==> src/rtl/smm_wbuf_pkg.sv <==
package smm_wbuf_pkg;

    localparam int WB_ADDR_W = 32;
    localparam int WB_DATA_W = 32;
    localparam int WB_BE_W   = WB_DATA_W / 8;

    typedef enum logic {
        SPACE_NORMAL = 1'b0,
        SPACE_SMRAM  = 1'b1
    } wb_space_e;

    typedef struct packed {
        logic [WB_ADDR_W-1:0] addr;
        logic [WB_DATA_W-1:0] data;
        logic [WB_BE_W-1:0]   be;
        wb_space_e            space;
    } wb_entry_t;

endpackage

==> src/rtl/smm_wbuf_ctrl.sv <==
module smm_wbuf_ctrl #(
    parameter  int DEPTH = 4,
    localparam int PTR_W = (DEPTH > 1) ? $clog2(DEPTH) : 1,
    localparam int CNT_W = $clog2(DEPTH + 1)
) (
    input  logic             clk,
    input  logic             rst_n,
    input  logic             push_req,
    input  logic             pop_req,
    output logic             push,
    output logic             pop,
    output logic [PTR_W-1:0] wr_idx,
    output logic [PTR_W-1:0] rd_idx,
    output logic             full,
    output logic             empty
);

    typedef struct packed {
        logic [PTR_W-1:0] wr;
        logic [PTR_W-1:0] rd;
        logic [CNT_W-1:0] cnt;
    } ctrl_state_t;

    ctrl_state_t st_d, st_q;

    function automatic logic [PTR_W-1:0] bump(input logic [PTR_W-1:0] p);
        return (p == PTR_W'(DEPTH - 1)) ? '0 : p + 1'b1;
    endfunction

    assign full   = (st_q.cnt == CNT_W'(DEPTH));
    assign empty  = (st_q.cnt == '0);
    assign push   = push_req && !full;
    assign pop    = pop_req && !empty;
    assign wr_idx = st_q.wr;
    assign rd_idx = st_q.rd;

    always_comb begin
        st_d = st_q;
        if (push) begin
            st_d.wr = bump(st_q.wr);
        end
        if (pop) begin
            st_d.rd = bump(st_q.rd);
        end
        case ({push, pop})
            2'b10:   st_d.cnt = st_q.cnt + 1'b1;
            2'b01:   st_d.cnt = st_q.cnt - 1'b1;
            default: st_d.cnt = st_q.cnt;
        endcase
    end

    always_ff @(posedge clk) begin
        if (!rst_n) begin
            st_q <= '0;
        end else begin
            st_q <= st_d;
        end
    end

    AST_FULL_HOLDS: assert property (@(posedge clk) disable iff (!rst_n)
        full && !pop |=> full);
    AST_BOTH_KEEP_LEVEL: assert property (@(posedge clk) disable iff (!rst_n)
        push && pop |=> $stable(full) && $stable(empty));
    AST_FLAGS_EXCL: assert property (@(posedge clk) disable iff (!rst_n)
        !(full && empty));
    AST_LAST_POP_EMPTIES: assert property (@(posedge clk) disable iff (!rst_n)
        (st_q.cnt == CNT_W'(1)) && pop && !push |=> empty);

endmodule

==> src/rtl/smm_wbuf_store.sv <==
module smm_wbuf_store
    import smm_wbuf_pkg::*;
#(
    parameter  int DEPTH = 4,
    localparam int PTR_W = (DEPTH > 1) ? $clog2(DEPTH) : 1
) (
    input  logic             clk,
    input  logic             rst_n,
    input  logic             wr_en,
    input  logic [PTR_W-1:0] wr_idx,
    input  wb_entry_t        wr_entry,
    input  logic [PTR_W-1:0] rd_idx,
    output wb_entry_t        rd_entry
);

    wb_entry_t slot_d [DEPTH];
    wb_entry_t slot_q [DEPTH];

    for (genvar i = 0; i < DEPTH; i++) begin : g_slot
        always_comb begin
            slot_d[i] = slot_q[i];
            if (wr_en && (wr_idx == PTR_W'(i))) begin
                slot_d[i] = wr_entry;
            end
        end

        always_ff @(posedge clk) begin
            if (!rst_n) begin
                slot_q[i] <= '0;
            end else begin
                slot_q[i] <= slot_d[i];
            end
        end
    end

    assign rd_entry = slot_q[rd_idx];

endmodule

==> src/rtl/smm_wbuf.sv <==
module smm_wbuf
    import smm_wbuf_pkg::*;
#(
    parameter int DEPTH = 4
) (
    input  logic                 clk,
    input  logic                 rst_n,
    input  logic                 in_valid,
    output logic                 in_ready,
    input  logic [WB_ADDR_W-1:0] in_addr,
    input  logic [WB_DATA_W-1:0] in_data,
    input  logic [WB_BE_W-1:0]   in_be,
    input  logic                 smm_active,
    output logic                 out_valid,
    input  logic                 out_ready,
    output logic [WB_ADDR_W-1:0] out_addr,
    output logic [WB_DATA_W-1:0] out_data,
    output logic [WB_BE_W-1:0]   out_be,
    output logic                 out_smram,
    output logic                 empty,
    output logic                 full
);

    localparam int PTR_W = (DEPTH > 1) ? $clog2(DEPTH) : 1;

    logic             push, pop;
    logic [PTR_W-1:0] wr_idx, rd_idx;
    wb_entry_t        new_entry, head_entry;

    always_comb begin
        new_entry.addr  = in_addr;
        new_entry.data  = in_data;
        new_entry.be    = in_be;
        new_entry.space = smm_active ? SPACE_SMRAM : SPACE_NORMAL;
    end

    smm_wbuf_ctrl #(.DEPTH(DEPTH)) u_ctrl (
        .clk      (clk),
        .rst_n    (rst_n),
        .push_req (in_valid),
        .pop_req  (out_ready),
        .push     (push),
        .pop      (pop),
        .wr_idx   (wr_idx),
        .rd_idx   (rd_idx),
        .full     (full),
        .empty    (empty)
    );

    smm_wbuf_store #(.DEPTH(DEPTH)) u_store (
        .clk      (clk),
        .rst_n    (rst_n),
        .wr_en    (push),
        .wr_idx   (wr_idx),
        .wr_entry (new_entry),
        .rd_idx   (rd_idx),
        .rd_entry (head_entry)
    );

    assign in_ready  = !full;
    assign out_valid = !empty;
    assign out_addr  = head_entry.addr;
    assign out_data  = head_entry.data;
    assign out_be    = head_entry.be;
    assign out_smram = (head_entry.space == SPACE_SMRAM);

    AST_TAG_CAPTURE: assert property (@(posedge clk) disable iff (!rst_n)
        empty && in_valid && in_ready |=> out_valid && (out_smram == $past(smm_active)));
    AST_HEAD_ADDR_CAPTURE: assert property (@(posedge clk) disable iff (!rst_n)
        empty && in_valid && in_ready |=> out_addr == $past(in_addr));
    AST_OUT_HOLD: assert property (@(posedge clk) disable iff (!rst_n)
        out_valid && !out_ready |=> out_valid && $stable(out_addr) && $stable(out_data)
            && $stable(out_be) && $stable(out_smram));
    AST_TAG_IGNORES_LIVE: assert property (@(posedge clk) disable iff (!rst_n)
        out_valid && !out_ready && $changed(smm_active) |=> $stable(out_smram));

endmodule

==> config.mk <==
export PLATFORM = sky130hd
export DESIGN_NAME = smm_wbuf
export DESIGN_NICKNAME = d
export VERILOG_FILES = /design/src/rtl/smm_wbuf_pkg.sv /design/src/rtl/smm_wbuf_ctrl.sv /design/src/rtl/smm_wbuf_store.sv /design/src/rtl/smm_wbuf.sv
export SDC_FILE = /design/constraint.sdc
export NUM_CORES = 1
export LEC_CHECK = 0
export ABC_AREA = 1
export CAP_MARGIN = 0
export CORE_ASPECT_RATIO = 1.4
export CORE_MARGIN = 4
export CORE_UTILIZATION = 25
export CTS_BUF_LIST = sky130_fd_sc_hd__clkbuf_8
export CTS_CLUSTER_DIAMETER = 80
export DETAILED_ROUTE_END_ITERATION = 10
export DONT_BUFFER_PORTS = 1
export PLACE_DENSITY = 0.4
export SLEW_MARGIN = 0
export SYNTH_ARGS = -nofsm -noshare
export SYNTH_HDL_FRONTEND = slang
export SYNTH_SLANG_ARGS = --single-unit
==> constraint.sdc <==
create_clock -name clk -period 4.5 [get_ports clk]
set_clock_uncertainty 0.05 [all_clocks]
set_input_delay 1.125 -clock clk [delete_from_list [all_inputs] [get_ports clk]]
set_output_delay 1.125 -clock clk [all_outputs]
set_load 0.1 [all_outputs]
# After elaboration in Yosys (flattened, before gate mapping)
# Memory sizes are Yosys's and may differ from the RTL's. A register that Yosys moved wholly into a read port is not among the register bits.
# Index checks and enable logic that the tools add are counted.
totals:
  regBits: 7
  ramBits: 276
  input_bits: 73
  output_inout_bits: 73
  elab_cells: 54
  n_memories: 1
classes:
  n_addsub: 4
  eq_ne: 11
  n_mux: 16
  bitwise: 4
  n_reduce_logical: 15
memory_table:
  columns: ["memory", "depth", "word_bits", "rd", "rd_clocked_by_memory_dff", "write_ports", "line", "source"]
  rows:
  - ["u_store.slot_q", 4, 69, 1, 1, 4, "smm_wbuf_store.sv:17", "wb_entry_t slot_q [DEPTH];"]
op_table:
  columns: ["cell", "count"]
  rows:
  - ["2-to-1 mux 69 bit", 8]
  - ["equality test 2 bit (second input constant)", 4]
  - ["2-to-1 mux 2 bit", 4]
  - ["AND reduction 2 bit", 4]
  - ["logical AND 1 bit", 6]
  - ["one-hot mux 3 bit (2 select lines)", 1]
  - ["adder 2 x 1 -> 2 bit (second input constant)", 2]
  - ["equality test 2 x 1 -> 1 bit (second input constant)", 2]
  - ["!= test 1 bit (second input constant)", 4]
  - ["OR 1 bit", 4]
  - ["adder 3 x 1 -> 3 bit (second input constant)", 1]
  - ["equality test 3 bit (second input constant)", 1]
  - ["logical NOT 3 bit", 1]
  - ["2-to-1 mux 1 bit", 3]
  - ["subtractor 3 x 1 -> 3 bit (second input constant)", 1]
  - ["logical NOT 1 bit", 2]
  - ["logical NOT 2 bit", 1]
  - ["nonzero test 2 bit", 1]

# Logic depth before layout (Yosys ltp)
# Gate-level depths: netlist of run 1.
depth:
  ltp_word: 7
  depth_mapped: 13
  mapped_depth_nobuf: 13

# By module
# A second synthesis of run 1 with hierarchy kept.
hier_totals:
  hier_cells: 1538
  area_unflattened_um2: 13646.8
modules_own_cells:
  columns: ["module", "n_inst", "cells_each", "area_per_inst_um2", "seq_area_each_um2"]
  rows:
  - ["smm_wbuf_store", 1, 1474, 13203.9, 8287.9]
  - ["smm_wbuf_ctrl", 1, 62, 435.4, 140.1]
  - ["smm_wbuf", 1, 2, 7.5, 0.0]

# Worst setup path after synthesis of run 1
# No wires, ideal clock.
synth_path:
  path_kind: "register to output"
  startpoint: "reg with a tool-made name"
  endpoint: "out out_addr[0]"
  arrival_ps: 2438
  required_time_ps: 3325
  setup_slack_ps: 887
  path_stages_with_launch: 6
  path_buffers: 3
  cell_sequence: "dfxtp_1 buf_6 buf_6 clkbuf_1 nor2_1 o22ai_1"
synth_lines:
  columns: ["element", "line", "source"]
  rows:
  - ["end, declared", "smm_wbuf.sv:16", "output logic [WB_ADDR_W-1:0] out_addr,"]

# Worst setup path after layout of run 1
layout_path:
  startpoint: "reg u_ctrl.st_q[1] (netlist name)"
  endpoint: "out full"
layout_between:
  elab_chain_len: 1
layout_lines:
  columns: ["element", "line", "source"]
  rows:
  - ["start, declared", "smm_wbuf_ctrl.sv:24", "ctrl_state_t st_d, st_q;"]
  - ["start signal, assigned", "smm_wbuf_ctrl.sv:56", "st_q <= st_d;"]
  - ["equality test 3 bit", "smm_wbuf_ctrl.sv:30", "assign full = (st_q.cnt == CNT_W'(DEPTH));"]
  - ["end, declared", "smm_wbuf.sv:21", "output logic full"]
# No other way between the ends.

==> flow_summary.ini, run 1 <==
[cts]
clk_pin_slew_ps = 60
ctsRootBufferMaster = clkbuf_8
cts_buffers = 46
cts_max_path_buffers = 3
cts_setup_buffers = 0
htree_levels = 2
ctsHoldBuffers = 0
clk_latency_ps = 560
cts-resized-gates = 0
cts_sinks = 285
cts_tree = done

[grt]
grt_pass1_vias = 8854
antenna_found_initial = 2
grt_start_max_net_pins = 139
grt_pass1_wl_um = 54400
grt-ovfl-total = 0
grt_use_total_pct = 13.4

[setup_path]
critical_path_class = register to output pin
worst_ep_arrival_time_ps = 2440
crit_required_ps = 3320
rrSetupSlack_ps = 1760
end_kind = output pin
timing.rr.start = u_ctrl.st_q[1]
cp_max_fo = 13
worstSetupStartpointType = register
r2r-end = u_store.slot_q[3][58]
reg2reg_depth = 6

[logic_synthesis]
ys_seq_area_share_pct = 69.5
synthFlopType = edfxtp_1
synthAdderAreaFrac_pct = 0.780
synth_top_area_share_pct = 68.0
synth_area_leaders = edfxtp_1 68%, nor2_1 13%, o21ai_0 5.7%
synthSimpleGateAreaFrac_pct = 14.6
syn_avg_cell_area_um2 = 10.9
synthDistinctLibCells = 24
synth_cells = 1116
async_flop_share_pct = 0
post-synth-top-area-cell = edfxtp_1
synth_compound_area_share_pct = 9.54
synth_edf_count = 276
synth_top_family_by_area = simple AND/OR/NAND/NOR gates
yosysMostFrequentCell = nor2_1
synth-xor-area-share_pct = 0
synthTopCellsByCount = 411 x nor2_1, 276 x edfxtp_1, 140 x o21ai_0
muxShareOfSynthArea_pct = 0
netlist_area_um2 = 12200
ys_ff_latch = 285
syn_nets = 1196
yosys_warnings = 0

[power_and_ir_drop]
power.density_nw_per_um2 = 733
ir_worst_vdd_v = 0.000475
switching_share_pct = 51.1
p_int_mw = 5.25
p_switching_mw = 5.48
p_total_mw = 10.7
power_frac_seq_pct = 30.6
clkPwrFrac_pct = 18.9
combPwrFrac_pct = 50.4
p_leak_nw = 5.84

[place]
routabilityCongestion = 0.690
io_buffers = 0
dp_hpwl_um = 19100
dpl_cell_area_um2 = 13800

[sta]
worst_pin_slew_ps = 1080
relSlewSlack_pct = 27.8
report.final.hold_viol_count = 0
fin_setup_tns_ps = 0
fmax_mhz = 277
post-route-min-period_ps = 3620
fin_crit_sh_pct = 80.3
drv_slew = 0
rsz0062_at_grt = false
setup_violations = 0

[floorplan]
coreArea_um2 = 48100
die_y_um = 269
die_area_um2 = 52400
rows = 95
dieWidth_um = 195
num_io_pins = 146
initial_core_util_pct = 25.3

[cells_and_area]
postLayoutCellArea_um2 = 14600
seqCellArea_um2 = 8470
fillers = 5072
layout-drive-gt1-share_pct = 19.6
area_delta_synth_final_pct = 20.1
finalNetCount = 1256
multi_input_area_um2 = 3520

[drt]
route.vias.total = 8272
drt-wirelength-per-cell_um = 19.5
antenna_left = 0
wl_met2_um = 17900
first_iter_violations = 433
m1WireLength_um = 15700
totalWireLength_um = 35900
viasPerCell = 4.48
top_layer_used = met4
drt-pass1-iter-count = 4
drc = 0
wl_met3_um = 1610

[run_status]
status = finished, final reports clean

[min_path]
holdPathEnd = u_ctrl.wr_idx[1]
min_delay_path_depth = 2
min-delay-start = u_ctrl.wr_idx[1]
hold_path_class = register to register

[job]
max_cap_violations = 0
## flip-flops by register name, summed over array words and instances, names as in the netlist, named ones only
register        cells
u_store.slot_q    276
u_ctrl.st_q         3
u_ctrl.rd_idx       2
u_ctrl.wr_idx       2
## metrics by stage
stage / setup WS [ps] / hold slack, ps / utilization [%] / instances
detailed placement: 1440 / 451 / 28.7 / 1758
global route: 736 / 489 / 30.4 / 1845
floorplan: 887 / 420 / - / 1116
global placement: 1460 / 449 / 28.7 / 1758
CTS: 813 / 461 / 30.4 / 1843
finish: 884 / 454 / 30.4 / 1845
## how the worst max path moves through the flow
stage / from / endpoint / slack [ps] / cells past startpoint
after floorplan: register / out_addr[0] / 890 / 5
after global placement: u_ctrl.st_q[0] / full / 1460 / 3
after detailed placement: u_ctrl.st_q[0] / full / 1440 / 3
after CTS: u_ctrl.st_q[1] / full / 810 / 3
after global routing: u_ctrl.st_q[0] / full / 740 / 3
final: u_ctrl.st_q[1] / full / 880 / 3
## power groups by stage
stage	clock, mW	sequential [mW]	combinational [mW]
3_3_place_gp	0	3.34	5.49
3_5_place_dp	0	3.35	5.51
4_1_cts	2.12	3.29	5.51
2_1_floorplan	0	3.33	4.02
5_1_grt	2.25	3.31	5.69
6_report	2.03	3.29	5.41
## cells in the final DEF (no fill, tap or decap)
cell type,instances
nand4_4,4
nand2_2,1
inv_1,100
clkinvlp_4,2
o21ai_0,140
nand3_1,8
inv_2,1
dfxtp_1,7
nor2_2,10
ha_1,6
a21oi_1,6
or2_2,1
nand2_4,4
edfxtp_1,276
buf_12,6
dfxtp_4,1
buf_4,82
nor2_1,411
clkinv_2,8
clkinv_1,9
fa_1,1
dfxtp_2,1
inv_4,1
o22ai_2,69
nand2_1,10
diode_2,2
nand3b_1,1
clkbuf_8,47
## kinds of logic after synthesis
logic type,after synthesis
compound gates,215
fa+ha+maj,7
buf+inv,159
flops,285
simple gates,450
## cell type report
cell class / instances / area share [%]
Antenna cell: 2 / 0.0342
Clock buffer: 47 / 4.42
Clock inverter: 38 / 1.09
Inverter: 83 / 2.14
Multi-Input combinational cell: 672 / 24.0
Sequential cell: 285 / 57.9
Tap cell: 630 / 5.38
Timing Repair Buffer: 88 / 5.02
## metal layers
metal / vias to the layer above / track usage (%)
met3: 46 / 2.90
met4: 0 / 3.94
met2: 163 / 23.2
li1: 3939 / -
met1: 4124 / 16.8
met5: - / 0
## worst max-delay path: stages (launching register included)
cell and delay [ps]:
dfxtp_1 320, nor2_1 170, nand2_2 530, inv_1 860
(Power assumes the default switching activity.)
==> inputs of run 2 (changes only) <==
- clock period: 4.5 -> 3.4 ns (I/O delays scaled with it)
==> run 2 against run 1 <==
Against the previous run:
- sequential power rose by 33%
- routed wire length decreased by 0.33%
- hold slack lost 97 ps
- sequential cell count stayed put
- sequential share of layout area shrank 4.1 points
- clock-buffer cell count up 7
- critical path depth rose by 3
- final cell count rose by 0.76%
- global-route usage about the same
- die area is the same
- combinational power is 59% higher
==> flow_summary.ini, run 2 (synthesized netlist as in run 1, its figures left out) <==
[setup_path]
cp_cell_sequence = buf_12 > inv_2 > buf_4 > o21ai_0 > o22ai_2 > buf_12
cp_num_buf_inv = 4
crit_path_end = out_data[18]
cpMaxStageDelayCell = buf_4
crit_required_ps = 2500
rrSetupSlack_ps = 1060
worst_ep_arrival_time_ps = 2310
cp_max_fo = 70
critPathTopFamily = buffers and inverters
worstSetupStartpointType = register
critical_path_depth = 6
critical_path_class = register to output pin
r2r-end = u_store.slot_q[1][44]
end_kind = output pin
timing.rr.start = u_ctrl.st_q[1]
reg2reg_depth = 6
cp_common_cell = buf_12
cp_slowest_stage_delay_ps = 370

[grt]
grt_use_total_pct = 13.4
grt-ovfl-total = 0
grt_start_max_net_pins = 71
grt_pass1_vias = 8821
antenna_found_initial = 3
grt_pass1_wl_um = 54200

[run_status]
status = finished, final reports clean

[power_and_ir_drop]
combPwrFrac_pct = 53.5
p_int_mw = 8.56
power.density_nw_per_um2 = 1020
ir_worst_vdd_v = 0.000910
p_switching_mw = 7.53
power_frac_seq_pct = 27.2
switching_share_pct = 46.8
clkPwrFrac_pct = 19.2
p_leak_nw = 6.22

[job]
max_cap_violations = 0

[drt]
first_iter_violations = 431
route.vias.total = 8359
antenna_left = 0
drt-wirelength-per-cell_um = 19.3
viasPerCell = 4.50
drc = 0
drt-pass1-iter-count = 4
totalWireLength_um = 35800

[sta]
report.final.hold_viol_count = 0
rsz0062_at_grt = false
relSlewSlack_pct = 48.3
setup_violations = 0
hold_slack_ps = 357
worst_pin_slew_ps = 774
drv_slew = 0
fin_setup_tns_ps = 0
fmax_mhz = 311
fin_crit_sh_pct = 94.6
post-route-min-period_ps = 3210

[cells_and_area]
fin_cells = 1859
reg.largest.list = u_store.slot_q: 276 flops, u_ctrl.st_q: 3 flops
largest_reg_flops = 276
layout_commonest_cell = nor2_1
largest_register = u_store.slot_q
finish.utilization_pct = 32.7
fillers = 4907
finalNetCount = 1267
layout-drive-gt1-share_pct = 20.9
final_cell_mix = 411 x nor2_1, 276 x edfxtp_1, 140 x o21ai_0, 92 x inv_1, 76 x buf_12
area_delta_synth_final_pct = 29.3

[place]
placed_cells = 1767
routabilityCongestion = 0.696
io_buffers = 0
dp_hpwl_um = 20100

[cts]
cts_tree = done
ctsRootBufferMaster = clkbuf_8
cts-resized-gates = 0
cts_max_path_buffers = 3
cts_buffers = 48
clk_latency_ps = 570
cts_setup_buffers = 0
cts_sinks = 285
htree_levels = 2
clk_pin_slew_ps = 60
ctsHoldBuffers = 0

[floorplan]
die_area_um2 = 52400
die_y_um = 269
initial_core_util_pct = 25.3
coreArea_um2 = 48100
num_io_pins = 146
dieWidth_um = 195
rows = 95

[min_path]
hold_path_class = primary input to register
min-delay-start = rst_n
min_delay_path_depth = 2
run 2: cell count changes in the layout (fill, tap and decap cells not counted):
cell	previous run	this run
clkbuf_8	47	54
buf_4	82	20
buf_12	6	76
inv_1	100	92
bufinv_16	0	3
buf_6	0	1
clkinv_1	9	12
run 2: worst reg2reg max path, delay by kind of cell, from the launching register on:
kind | cells | cell delay (ps)
buffers and inverters | 2 | 750
flip-flops | 1 | 350
AND/OR/NAND/NOR | 4 | 870
run 2: area by class of cell:
class / count / area (um^2) / area share [%]
antenna: 2 / 5.00 / 0.0318
clock buffer: 54 / 743 / 4.72
clock inverter: 36 / 231 / 1.47
inverter: 83 / 314 / 1.99
multi-input combinational: 672 / 3520 / 22.3
sequential: 285 / 8470 / 53.8
tap: 630 / 788 / 5.00
timing repair buffer: 97 / 1680 / 10.7
run 2: metrics by stage:
step | power (mW) | instance area (um^2) | worst slack, ps
2_1_floorplan | 9.73 | 12200 | 61.7
3_3_place_gp | 13.2 | 14800 | 701
3_5_place_dp | 13.2 | 14800 | 712
4_1_cts | 16.4 | 15800 | 55.9
5_1_grt | 16.8 | 15800 | 5.18
6_report | 16.1 | 15800 | 185
run 2: worst min path at each step:
| stage | endpoint | slack [ps] |
|---|---|---|
| finish | u_ctrl.st_q[2] | 360 |
| global route | u_ctrl.wr_idx[0] | 310 |
| CTS | register | 290 |
| detailed placement | u_ctrl.wr_idx[1] | 460 |
| global placement | u_ctrl.wr_idx[1] | 450 |
| floorplan | u_ctrl.wr_idx[1] | 420 |
run 2: metal layers:
layer	GRT usage (%)	vias to the layer above	wire [um]
met5	0	-	20
met4	4.17	2	774
met3	2.85	58	1540
met2	23.2	164	18100
met1	16.7	4169	15400
li1	-	3966	-
run 2: power groups by stage:
stage                     sequential, mW  clock, mW  combinational (mW)
after floorplan                     4.41          0                5.32
after global placement              4.45          0                8.73
after detailed placement            4.45          0                8.74
after CTS                           4.38       3.22                8.76
after global routing                4.42       3.37                9.00
final                               4.38       3.10                8.62
